==> config.mk <==
export PLATFORM = sky130hd
export DESIGN_NAME = pcm_mode_ctrl
export DESIGN_NICKNAME = d
export VERILOG_FILES = /design/src/rtl/pcm_ctl_pkg.sv /design/src/rtl/pcm_pin_monitor.sv /design/src/rtl/pcm_mode_fsm.sv /design/src/rtl/pcm_txen_gate.sv /design/src/rtl/pcm_mode_ctrl.sv
export SDC_FILE = /design/constraint.sdc
export NUM_CORES = 1
export LEC_CHECK = 0
export ABC_AREA = 1
export BUFFER_PORTS_ARGS = -buffer_cell sky130_fd_sc_hd__buf_2
export CAP_MARGIN = 10
export CORE_UTILIZATION = 40
export DETAILED_ROUTE_END_ITERATION = 6
export PLACE_DENSITY = 0.54
export RECOVER_POWER = 50
export SYNTH_ARGS = -nofsm -noshare
export SYNTH_HDL_FRONTEND = slang
export SYNTH_SLANG_ARGS = --single-unit
export TNS_END_PERCENT = 20
==> constraint.sdc <==
create_clock -name clk -period 1.63 [get_ports clk]
set_clock_uncertainty 0.1 [all_clocks]
set_input_delay 0.163 -clock clk [delete_from_list [all_inputs] [get_ports clk]]
set_output_delay 0.163 -clock clk [all_outputs]
set_load 0.1 [all_outputs]
==> src/rtl/pcm_ctl_pkg.sv <==
package pcm_ctl_pkg;

    typedef enum logic [1:0] {
        MODE_PDN  = 2'b00,
        MODE_FULL = 2'b01,
        MODE_TXH  = 2'b10,
        MODE_RXH  = 2'b11
    } pcm_mode_e;

    typedef enum logic [1:0] {
        FREQ_NONE = 2'b00,
        FREQ_1536 = 2'b01,
        FREQ_2048 = 2'b10
    } mclk_freq_e;

    localparam int NPIN      = 5;
    localparam int PIN_MCLKX = 0;
    localparam int PIN_MCLKR = 1;
    localparam int PIN_BCLKR = 2;
    localparam int PIN_FSX   = 3;
    localparam int PIN_FSR   = 4;

    typedef struct packed {
        logic act;
        logic lvl;
        logic rise;
    } pin_stat_t;

    function automatic mclk_freq_e freq_lookup(input logic alaw, input logic sel_hi);
        if (alaw)
            return sel_hi ? FREQ_2048 : FREQ_1536;
        return sel_hi ? FREQ_1536 : FREQ_2048;
    endfunction

    function automatic logic tx_mode(input pcm_mode_e m);
        return (m == MODE_FULL) || (m == MODE_TXH);
    endfunction

endpackage

==> src/rtl/pcm_pin_monitor.sv <==
module pcm_pin_monitor
    import pcm_ctl_pkg::*;
#(
    parameter int WIN = 64
) (
    input  logic      clk,
    input  logic      rst,
    input  logic      pin_i,
    output pin_stat_t stat_o
);
    localparam int               CW      = $clog2(WIN + 1);
    localparam logic [CW-1:0]    AGE_MAX = CW'(WIN);

    logic          s1, s2, s3;
    logic [CW-1:0] age;
    logic          act;
    logic          chg;

    assign chg = s2 ^ s3;

    always_ff @(posedge clk) begin
        if (rst) begin
            s1  <= 1'b0;
            s2  <= 1'b0;
            s3  <= 1'b0;
            age <= AGE_MAX;
            act <= 1'b0;
        end else begin
            s1 <= pin_i;
            s2 <= s1;
            s3 <= s2;
            if (chg) begin
                age <= '0;
                act <= 1'b1;
            end else if (age != AGE_MAX) begin
                age <= age + 1'b1;
                if (age == AGE_MAX - 1'b1)
                    act <= 1'b0;
            end
        end
    end

    assign stat_o = '{act: act, lvl: s2, rise: s2 & ~s3};

endmodule

==> src/rtl/pcm_mode_fsm.sv <==
module pcm_mode_fsm
    import pcm_ctl_pkg::*;
#(
    parameter int PD_CYCLES = 100000
) (
    input  logic      clk,
    input  logic      rst,
    input  logic      fsx_act_i,
    input  logic      fsr_act_i,
    input  logic      pdn_force_i,
    output pcm_mode_e mode_o
);
    localparam int            IW       = $clog2(PD_CYCLES + 1);
    localparam logic [IW-1:0] IDLE_MAX = IW'(PD_CYCLES);
    localparam logic [IW-1:0] IDLE_END = IW'(PD_CYCLES - 1);

    pcm_mode_e     mode_q, mode_n;
    logic [IW-1:0] idle_q, idle_n;
    logic          any_fs;

    assign any_fs = fsx_act_i | fsr_act_i;

    always_comb begin
        if (any_fs)
            idle_n = '0;
        else if (idle_q == IDLE_MAX)
            idle_n = idle_q;
        else
            idle_n = idle_q + 1'b1;
    end

    always_comb begin
        mode_n = mode_q;
        if (pdn_force_i)
            mode_n = MODE_PDN;
        else if (fsx_act_i && fsr_act_i)
            mode_n = MODE_FULL;
        else if (fsx_act_i)
            mode_n = MODE_TXH;
        else if (fsr_act_i)
            mode_n = MODE_RXH;
        else if (idle_q >= IDLE_END)
            mode_n = MODE_PDN;
    end

    always_ff @(posedge clk) begin
        if (rst) begin
            mode_q <= MODE_PDN;
            idle_q <= '0;
        end else begin
            mode_q <= mode_n;
            idle_q <= idle_n;
        end
    end

    assign mode_o = mode_q;

endmodule

==> src/rtl/pcm_txen_gate.sv <==
module pcm_txen_gate
    import pcm_ctl_pkg::*;
#(
    parameter int ARM_PULSES = 2
) (
    input  logic      clk,
    input  logic      rst,
    input  pcm_mode_e mode_i,
    input  logic      fsx_rise_i,
    output logic      tx_oe_o
);
    localparam int            PW      = $clog2(ARM_PULSES + 1);
    localparam logic [PW-1:0] ARM_CNT = PW'(ARM_PULSES);

    logic [PW-1:0] seen_q;

    always_ff @(posedge clk) begin
        if (rst)
            seen_q <= '0;
        else if (mode_i == MODE_PDN)
            seen_q <= '0;
        else if (fsx_rise_i && seen_q != ARM_CNT)
            seen_q <= seen_q + 1'b1;
    end

    assign tx_oe_o = (seen_q == ARM_CNT) && tx_mode(mode_i);

endmodule

==> src/rtl/pcm_mode_ctrl.sv <==
module pcm_mode_ctrl
    import pcm_ctl_pkg::*;
#(
    parameter int ACT_WIN    = 64,
    parameter int PD_CYCLES  = 100000,
    parameter int ARM_PULSES = 2
) (
    input  logic       clk,
    input  logic       rst,
    input  logic       mclk_tx_i,
    input  logic       mclk_rx_pdn_i,
    input  logic       bclk_rx_sel_i,
    input  logic       fs_tx_i,
    input  logic       fs_rx_i,
    input  logic       alaw_i,
    output logic [1:0] mode_o,
    output logic       mclk_src_rx_o,
    output logic       rx_bclk_src_rx_o,
    output logic [1:0] freq_code_o,
    output logic       tx_oe_o,
    output logic       gsx_en_o,
    output logic       rx_gnd_o,
    output logic       rx_data_en_o
);
    logic [NPIN-1:0] pins_raw;
    pin_stat_t       stat [NPIN];
    pcm_mode_e       mode;
    logic            pdn_force;
    logic            sel_hi;
    mclk_freq_e      freq;

    assign pins_raw[PIN_MCLKX] = mclk_tx_i;
    assign pins_raw[PIN_MCLKR] = mclk_rx_pdn_i;
    assign pins_raw[PIN_BCLKR] = bclk_rx_sel_i;
    assign pins_raw[PIN_FSX]   = fs_tx_i;
    assign pins_raw[PIN_FSR]   = fs_rx_i;

    for (genvar g = 0; g < NPIN; g++) begin : g_mon
        pcm_pin_monitor #(.WIN(ACT_WIN)) u_mon (
            .clk    (clk),
            .rst    (rst),
            .pin_i  (pins_raw[g]),
            .stat_o (stat[g])
        );
    end

    assign pdn_force = ~stat[PIN_MCLKR].act & stat[PIN_MCLKR].lvl;

    pcm_mode_fsm #(.PD_CYCLES(PD_CYCLES)) u_fsm (
        .clk         (clk),
        .rst         (rst),
        .fsx_act_i   (stat[PIN_FSX].act),
        .fsr_act_i   (stat[PIN_FSR].act),
        .pdn_force_i (pdn_force),
        .mode_o      (mode)
    );

    pcm_txen_gate #(.ARM_PULSES(ARM_PULSES)) u_gate (
        .clk        (clk),
        .rst        (rst),
        .mode_i     (mode),
        .fsx_rise_i (stat[PIN_FSX].rise),
        .tx_oe_o    (tx_oe_o)
    );

    assign sel_hi = stat[PIN_BCLKR].act | stat[PIN_BCLKR].lvl;
    assign freq   = freq_lookup(alaw_i, sel_hi);

    always_comb begin
        gsx_en_o     = 1'b1;
        rx_gnd_o     = 1'b0;
        rx_data_en_o = 1'b0;
        unique case (mode)
            MODE_PDN:  begin gsx_en_o = 1'b0; rx_gnd_o = 1'b1; end
            MODE_TXH:  rx_gnd_o = 1'b1;
            MODE_FULL: rx_data_en_o = 1'b1;
            MODE_RXH:  rx_data_en_o = 1'b1;
            default:   rx_gnd_o = 1'b1;
        endcase
    end

    assign mode_o           = mode;
    assign mclk_src_rx_o    = (mode == MODE_RXH) && stat[PIN_MCLKR].act;
    assign rx_bclk_src_rx_o = stat[PIN_BCLKR].act;
    assign freq_code_o      = freq;

endmodule

==> results of run 1 <==
-- how the worst min path moves through the flow --
stage,start,end,slack [ps],cells past startpoint
after floorplan,mclk_rx_pdn_i,g_mon[1].u_mon.s1,170,2
after global placement,mclk_rx_pdn_i,g_mon[1].u_mon.s1,260,3
after detailed placement,bclk_rx_sel_i,g_mon[2].u_mon.s1,270,3
after CTS,rst,g_mon[2].u_mon.act,120,3
after global routing,rst,g_mon[2].u_mon.act,150,3
final,rst,g_mon[2].u_mon.act,140,3
-- per-stage QoR --
step | hold WS, ps | setup WS, ps | setup TNS, ps | instances
3_3_place_gp | 265 | 109 | 0 | 541
3_5_place_dp | 270 | 63.0 | 0 | 541
6_report | 137 | 35.4 | 0 | 564
2_1_floorplan | 170 | -602 | -2770 | 426
5_1_grt | 147 | -10.5 | -21.0 | 564
4_1_cts | 117 | -13.0 | -13.0 | 561
-- worst max-delay path, delay by kind of cell, from the launching register on --
kind          cells  cell delay (ps)
buf+inv           2              210
flops             1              400
fa+ha+maj         1              150
simple gates      1              230
-- area by class of cell --
type,count,area share
inverters,75,0.0783
well taps,99,0.0334
clock inverters,2,0.00337
repair buffers,27,0.0752
flip-flops and latches,65,0.355
clock buffers,14,0.0439
multi-input cells,282,0.411
-- placed cells by master (no fill, tap or decap), drive strengths merged --
master / count
or2: 5
clkinv: 2
nand3: 23
xor2: 9
xnor2: 7
a21oi: 35
buf: 22
dlygate4sd3: 4
a211oi: 1
o21ai: 17
a21o: 1
clkinvlp: 2
nor2: 59
nor3b: 1
ha: 16
nand2: 87
dfxtp: 65
nor3: 12
clkbuf: 15
inv: 73
nand4: 9
-- state kept, by name (all words and copies together) (netlist names) --
signal,cells
g_mon.u_mon.s3,4
g_mon.u_mon.s2,4
u_fsm.mode_o,2
u_gate.seen_q,2
g_mon.u_mon.s1,4
g_mon.u_mon.age,28
g_mon.u_mon.act,4
u_fsm.idle_q,17
-- synthesized netlist by cell type (all sizes together) --
cell | instances | area share
ha | 16 | 0.065
nor2 | 59 | 0.073
a21oi | 35 | 0.057
xor2 | 9 | 0.026
nor3 | 12 | 0.025
o21ai | 17 | 0.028
a21o | 1 | 0.0024
inv | 74 | 0.091
nand2 | 87 | 0.11
a211oi | 1 | 0.0024
or2 | 5 | 0.010
xnor2 | 7 | 0.020
clkbuf | 2 | 0.0057
buf | 2 | 0.0029
nand4 | 9 | 0.018
clkinv | 1 | 0.0012
dfxtp | 65 | 0.42
nor3b | 1 | 0.0024
nand3 | 23 | 0.038
-- metal layers --
metal  global-route usage  up-vias  wire, um
met4               0.0433        0        53
met5                    0        -         0
met2                0.247       33      2510
met3               0.0554        8       183
met1                0.209     1161      3040
li1                     -     1397         -
-- cells by family (layout without fill, tap and decap cells) --
kind of cell / Yosys count / in the layout / share of synthesized area
buffers and inverters: 79 / 118 / 0.100
adders and majority gates: 16 / 16 / 0.0653
xor gates and xnor gates: 16 / 16 / 0.0457
AOI/OAI and AO/OA: 54 / 54 / 0.0898
and+or+nand+nor: 196 / 196 / 0.275
DFF: 65 / 65 / 0.424
-- power groups by stage --
stage	Combinational (mW)	Sequential, mW	Clock [mW]
floorplan	0.507	1.84	0
global placement	0.696	1.81	0
detailed placement	0.708	1.81	0
CTS	0.746	1.78	1.27
global route	0.856	1.80	1.34
finish	0.749	1.78	1.23
-- what timing repair did --
item | 4_1_cts | 5_1_grt
endpoints found under the hold margin | 4 | 0
gates resized for setup | 16 | 13
buffers inserted | 0 | 3
setup endpoints to repair | 4 | 7
hold buffers | 4 | 0
pin swaps | 0 | 3
==> impl_metrics.py, run 1 <==
metrics = {
    "power_and_ir_drop": {
        "p_leak_nw": 1.56,
        "p_per_area_nw_per_um2": 1010,
        "internal_power_mw": 2.59,
        "p_switching_mw": 1.16,
        "sw_frac_of_total": 0.310,
        "vdd_drop_max_mv": 0.537,
        "clkPwrFrac": 0.327,
        "power_frac_seq": 0.474,
        "combPwrFrac": 0.199,
        "p_total_mw": 3.76,
    },
    "synthesis": {
        "syn_area_per_cell_um2": 7.20,
        "synth_cell_types": 27,
        "yosys_warnings": 0,
        "synthCells": 426,
        "ys_seq_area_frac": 0.424,
        "synth_area_um2": 3070,
        "ys_ff_latch": 65,
        "syn-num-nets": 450,
    },
    "cells_and_area": {
        "fin_area_um2": 3710,
        "area.growth.synth_to_final_pct": 20.9,
        "antennaDiodeCount": 0,
        "regArea_um2": 1320,
        "final_nets": 484,
        "post-route-util": 0.506,
        "drive_above_1_share": 0.138,
        "num-fill-cells": 720,
        "multi_input_area_um2": 1520,
    },
    "timing": {
        "layout_min_cycle_time_ps": 1590,
        "final_max_slew_viol_count": 0,
        "rsz0062_at_grt": "true",
        "hold_viol_final": 0,
        "max_freq_ghz": 0.627,
        "finalCritPeriodShare": 0.978,
        "worst_pin_slew_ps": 483,
        "setup_violations": 0,
        "slew_headroom": 0.681,
    },
    "setup_path": {
        "critPathLaunchType": "register",
        "r2r-start": "u_fsm.idle_q[1]",
        "reg2reg_depth": 7,
        "crit_end": "rx_data_en_o",
        "cpPeakStageDelay_ps": 400,
        "required_ps": 1370,
        "path_cells": "inv_4 -> ha_2 -> or2_4 -> buf_12",
        "cp-end-kind": "primary output",
        "cpMaxStageDelayCell": "dfxtp_4",
        "crit_path_start": "u_fsm.mode_o[1]",
        "reg2reg_to": "u_fsm.idle_q[10]",
        "worstPathMaxFanout": 5,
        "cp.arrival_ps": 1330,
        "r2r_slack_ps": 110,
        "path_class": "register to primary output",
    },
    "place": {
        "dp_hpwl_um": 4210,
        "place_congestion": 0.798,
        "post_dp_cell_area_um2": 3390,
        "portBuffers": 16,
    },
    "run_status": {
        "status": "completed",
    },
    "detailed_routing": {
        "viasPerCell": 4.61,
        "drtAntennaViolNets": 0,
        "drt_first_pass_iters": 4,
        "vias": 2599,
        "first_iter_violations": 84,
        "drc": 0,
        "routed_wl_um": 5780,
        "post_drt_wl_per_cell_um": 10.3,
    },
    "global_routing": {
        "grt_pass1_vias": 2301,
        "grt_overflow_total": 0,
        "track_usage": 0.159,
        "grt_pass1_wl_um": 9780,
        "antenna_found_initial": 0,
        "grt_max_degree": 18,
    },
    "floorplanning": {
        "die_h_um": 89.6,
        "dieArea_um2": 8020,
        "core_um2": 7330,
        "dieWidth_um": 89.6,
        "initial_core_util": 0.418,
        "rows": 31,
        "io_pins": 18,
    },
    "cts": {
        "numCtsBuffers": 9,
        "clk_pin_slew_ps": 70,
        "root_buffer": "clkbuf_8",
        "htree_levels": 3,
        "clock_latency_ps": 340,
        "clockBufferDepth": 2,
        "cts_sinks": 65,
        "cts_tree": "built",
    },
    "job": {
        "maxCapViolations": 0,
    },
    "hold_path": {
        "hp-class": "input port to register",
    },
}
Power figures use the tool's default switching activity.
==> run 2: changes to the inputs <==
- CORE_MARGIN: unset -> 10
==> impl_metrics.py, run 2 (synthesis results as in run 1) <==
metrics = {
    "setup_path": {
        "cpPeakStageDelay_ps": 370,
        "cp.arrival_ps": 1370,
        "required_ps": 1370,
        "cp-end-kind": "primary output",
        "cpMaxStageDelayCell": "dfxtp_4",
        "path_class": "register to primary output",
        "path_cells": "buf_6 -> ha_4 -> or2_4 -> buf_12",
        "r2r_slack_ps": 100,
        "critPathLaunchType": "register",
        "worstPathMaxFanout": 5,
    },
    "run_status": {
        "status": "complete, but fails checks",
        "failed_checks": "setup timing",
    },
    "cells_and_area": {
        "drive_above_1_share": 0.138,
        "antennaDiodeCount": 0,
        "largest_reg_flops": 28,
        "top_register": "g_mon.u_mon.age",
        "reg_top3": "g_mon.u_mon.age (28), u_fsm.idle_q (17)",
        "final_cells": 563,
        "final_nets": 483,
        "num-fill-cells": 743,
        "layout_commonest_cell": "nand2_1",
        "area.growth.synth_to_final_pct": 21.7,
        "final_cell_mix": "83 x nand2_1, 69 x inv_1, 58 x nor2_1, 58 x dfxtp_1, 35 x a21oi_1",
    },
    "timing": {
        "fin_ws_ps": -0.608,
        "hold_viol_final": 0,
        "slew_headroom": 0.676,
        "max_freq_ghz": 0.613,
        "final_max_slew_viol_count": 0,
        "setup_violations": 1,
        "layout_min_cycle_time_ps": 1630,
        "fin_hold_ws_ps": 125,
        "worst_pin_slew_ps": 490,
        "rsz0062_at_grt": "true",
        "finalCritPeriodShare": 1.00,
    },
    "floorplanning": {
        "dieWidth_um": 108,
        "dieArea_um2": 11600,
        "core_um2": 7370,
        "die_h_um": 108,
        "rows": 31,
        "io_pins": 18,
        "initial_core_util": 0.416,
    },
    "detailed_routing": {
        "drt_first_pass_iters": 4,
        "first_iter_violations": 73,
        "drtAntennaViolNets": 0,
        "drc": 0,
        "routed_wl_um": 6040,
        "wl_met3_um": 192,
        "dr.max_layer_used": "met4",
        "post_drt_wl_per_cell_um": 10.7,
        "viasPerCell": 4.55,
        "vias": 2560,
        "wl_met2_um": 2590,
        "wl_met1_um": 3160,
    },
    "power_and_ir_drop": {
        "combPwrFrac": 0.194,
        "internal_power_mw": 2.80,
        "clkPwrFrac": 0.358,
        "sw_frac_of_total": 0.296,
        "p_per_area_nw_per_um2": 1070,
        "p_leak_nw": 1.57,
        "p_total_mw": 3.98,
        "p_switching_mw": 1.18,
        "vdd_drop_max_mv": 0.479,
        "power_frac_seq": 0.448,
    },
    "cts": {
        "clk_pin_slew_ps": 70,
        "htree_levels": 3,
        "cts_sinks": 65,
        "cts_tree": "built",
        "numCtsBuffers": 9,
        "clock_latency_ps": 330,
        "root_buffer": "clkbuf_8",
        "clockBufferDepth": 2,
    },
    "global_routing": {
        "grt_overflow_total": 0,
        "grt_pass1_wl_um": 10500,
        "antenna_found_initial": 0,
        "grt_pass1_vias": 2418,
        "grt_max_degree": 18,
        "track_usage": 0.109,
    },
    "place": {
        "place_worst_setup_slack_ps": 57.8,
        "dp_hpwl_um": 4370,
        "place_congestion": 0.774,
        "placedCellCount": 541,
        "portBuffers": 16,
    },
    "hold_path": {
        "hp-class": "input port to register",
    },
    "job": {
        "maxCapViolations": 0,
    },
}
==> run 2: area by class of cell <==
class,instances,area [um2],area share
multi-input cells,282,1530,0.409
flip-flops and latches,65,1320,0.354
inverters,75,285,0.0764
repair buffers,26,270,0.0724
clock buffers,14,173,0.0462
well taps,99,124,0.0332
clock inverters,2,35.0,0.00938
==> run 2: final timing paths <==
| kind | from | to | cells past startpoint |
|---|---|---|---|
| worst max-delay path | u_fsm.mode_o[1] | rx_gnd_o | 4 |
| worst min-delay path | rst | g_mon[2].u_mon.act | 3 |
| worst max register to register | u_fsm.idle_q[0] | u_fsm.idle_q[10] | 6 |
| worst min register to register | g_mon[2].u_mon.s1 | g_mon[2].u_mon.s2 | 2 |
==> run 2: power by group through the flow <==
stage,clock network [mW],registers [mW],logic (mW)
floorplan,0,1.84,0.507
global placement,0,1.81,0.707
detailed placement,0,1.81,0.724
CTS,1.47,1.77,0.767
global route,1.54,1.80,0.862
finish,1.43,1.78,0.770
==> run 2: repair_timing <==
item                                    4_1_cts  5_1_grt
pin swaps                                     0        5
hold buffers                                  4        0
resized for setup                            13       19
endpoints found under the setup margin        4       12
hold endpoints to repair                      4        0
setup buffers                                 1        1
==> run 2: metal layers <==
layer  global-route usage  vias to the layer above
met5                    0                        -
met2                0.160                       24
met3               0.0251                        8
met1                0.144                     1130
met4               0.0573                        0
li1                     -                     1398
==> run 2: metrics by stage <==
stage	TNS, ps	utilization	instance area [um2]
floorplan	-2770	-	3100
global placement	0	0.459	3390
detailed placement	0	0.459	3390
CTS	-54.7	0.499	3680
global route	-102	0.507	3730
finish	-0.608	0.507	3730
==> run 2: critical path, delay by kind of cell (launching register included) <==
kind / cells / cell delay [ps]
adders and majority gates: 1 / 140
buffers and inverters: 2 / 290
DFF: 1 / 370
and+or+nand+nor: 1 / 250
==> run 3: changes to the inputs <==
- clock period: 1.63 -> 1.8 ns (I/O delays scaled with it)
==> impl_metrics.py, run 3 (synthesis results as in run 1) <==
metrics = {
    "power_and_ir_drop": {
        "p_leak_nw": 1.55,
        "p_total_mw": 3.72,
        "power_frac_seq": 0.431,
        "vdd_drop_max_mv": 0.559,
        "internal_power_mw": 2.64,
        "sw_frac_of_total": 0.291,
        "combPwrFrac": 0.167,
        "p_per_area_nw_per_um2": 1030,
        "p_switching_mw": 1.08,
        "clkPwrFrac": 0.402,
    },
    "cells_and_area": {
        "antennaDiodeCount": 0,
        "largest_reg_flops": 28,
        "final_cells": 561,
        "layout_commonest_cell": "nand2_1",
        "top_register": "g_mon.u_mon.age",
        "drive_above_1_share": 0.110,
        "reg_top3": "g_mon.u_mon.age (28), u_fsm.idle_q (17)",
        "final_nets": 481,
        "post-route-util": 0.492,
        "final_cell_mix": "85 x nand2_1, 72 x inv_1, 62 x dfxtp_1",
        "area.growth.synth_to_final_pct": 18.3,
        "fin_area_um2": 3630,
        "num-fill-cells": 748,
    },
    "setup_path": {
        "critPathTopFamily": "flip-flops",
        "path_cells": "inv_1 -> ha_1 -> or2_2 -> buf_6",
        "critPathLaunchType": "register",
        "cpMaxStageDelayCell": "dfxtp_2",
        "cp-end-kind": "primary output",
        "path_class": "register to primary output",
        "critPathBufInv": 2,
        "cp.arrival_ps": 1460,
        "cpPeakStageDelay_ps": 350,
        "required_ps": 1520,
        "worstPathMaxFanout": 4,
    },
    "floorplanning": {
        "die_h_um": 108,
        "rows": 31,
        "io_pins": 18,
        "dieWidth_um": 108,
        "core_um2": 7370,
        "dieArea_um2": 11600,
        "initial_core_util": 0.416,
    },
    "place": {
        "place_worst_setup_slack_ps": 232,
        "place_congestion": 0.820,
        "post_dp_cell_area_um2": 3310,
        "portBuffers": 16,
        "placedCellCount": 539,
        "dp_hpwl_um": 4270,
    },
    "cts": {
        "cts_tree": "built",
        "clock_latency_ps": 340,
        "clockBufferDepth": 2,
        "numCtsBuffers": 9,
        "clk_pin_slew_ps": 80,
        "root_buffer": "clkbuf_8",
        "cts_sinks": 65,
        "htree_levels": 3,
    },
    "timing": {
        "worst_pin_slew_ps": 713,
        "max_freq_ghz": 0.574,
        "tns_ps": 0,
        "fin_hold_ws_ps": 140,
        "slew_headroom": 0.525,
        "hold_viol_final": 0,
        "finalCritPeriodShare": 0.967,
        "setup_violations": 0,
        "rsz0062_at_grt": "true",
        "layout_min_cycle_time_ps": 1740,
        "fin_ws_ps": 58.7,
        "final_max_slew_viol_count": 0,
    },
    "detailed_routing": {
        "vias": 2538,
        "post_drt_wl_per_cell_um": 10.2,
        "drtAntennaViolNets": 0,
        "routed_wl_um": 5700,
        "drt_first_pass_iters": 4,
        "drc": 0,
        "viasPerCell": 4.52,
        "first_iter_violations": 101,
    },
    "job": {
        "maxCapViolations": 0,
    },
    "global_routing": {
        "grt_pass1_wl_um": 10100,
        "grt_overflow_total": 0,
        "grt_max_degree": 18,
        "antenna_found_initial": 0,
        "grt_pass1_vias": 2310,
        "track_usage": 0.107,
    },
    "run_status": {
        "status": "completed",
    },
    "hold_path": {
        "hp-class": "input port to register",
    },
}
run 3: timing repair:
item	4_1_cts	5_1_grt
pin swaps	0	1
resized for setup	4	4
setup buffers	0	2
endpoints found under the setup margin	3	6
endpoints found under the hold margin	4	0
hold buffers	4	0
run 3: final cells by class:
cell class	instances	area (um2)	area share
clock buffer	9	124	0.0341
clock inverter	7	119	0.0328
inverter	75	285	0.0786
multi-input combinational	282	1480	0.409
sequential	65	1310	0.360
tap	99	124	0.0341
timing repair buffer	24	184	0.0507
run 3: path summary, 6_finish.rpt:
path | start | end | slack [ps] | cells after the start
setup / recovery | u_fsm.mode_o[0] | rx_gnd_o | 60 | 4
hold / removal | rst | g_mon[2].u_mon.s1 | 140 | 3
setup reg to reg | u_fsm.idle_q[0] | u_fsm.idle_q[10] | 150 | 7
hold reg to reg | g_mon[2].u_mon.s1 | g_mon[2].u_mon.s2 | 310 | 2
run 3: power by group through the flow:
stage,clock network [mW],registers (mW),logic [mW]
6_report,1.50,1.60,0.621
5_1_grt,1.62,1.62,0.701
4_1_cts,1.55,1.60,0.626
3_5_place_dp,0,1.64,0.608
3_3_place_gp,0,1.64,0.597
2_1_floorplan,0,1.66,0.459
run 3: routing by layer:
metal | global-route usage | wire (um)
met2 | 0.161 | 2490
met3 | 0.0443 | 212
met5 | 0 | 0
met1 | 0.135 | 2910
met4 | 0.0344 | 83
run 3: worst min-delay path, cell delays in order:
cell and delay (ps):
buf_2 90, buf_4 210, nor2_1 60
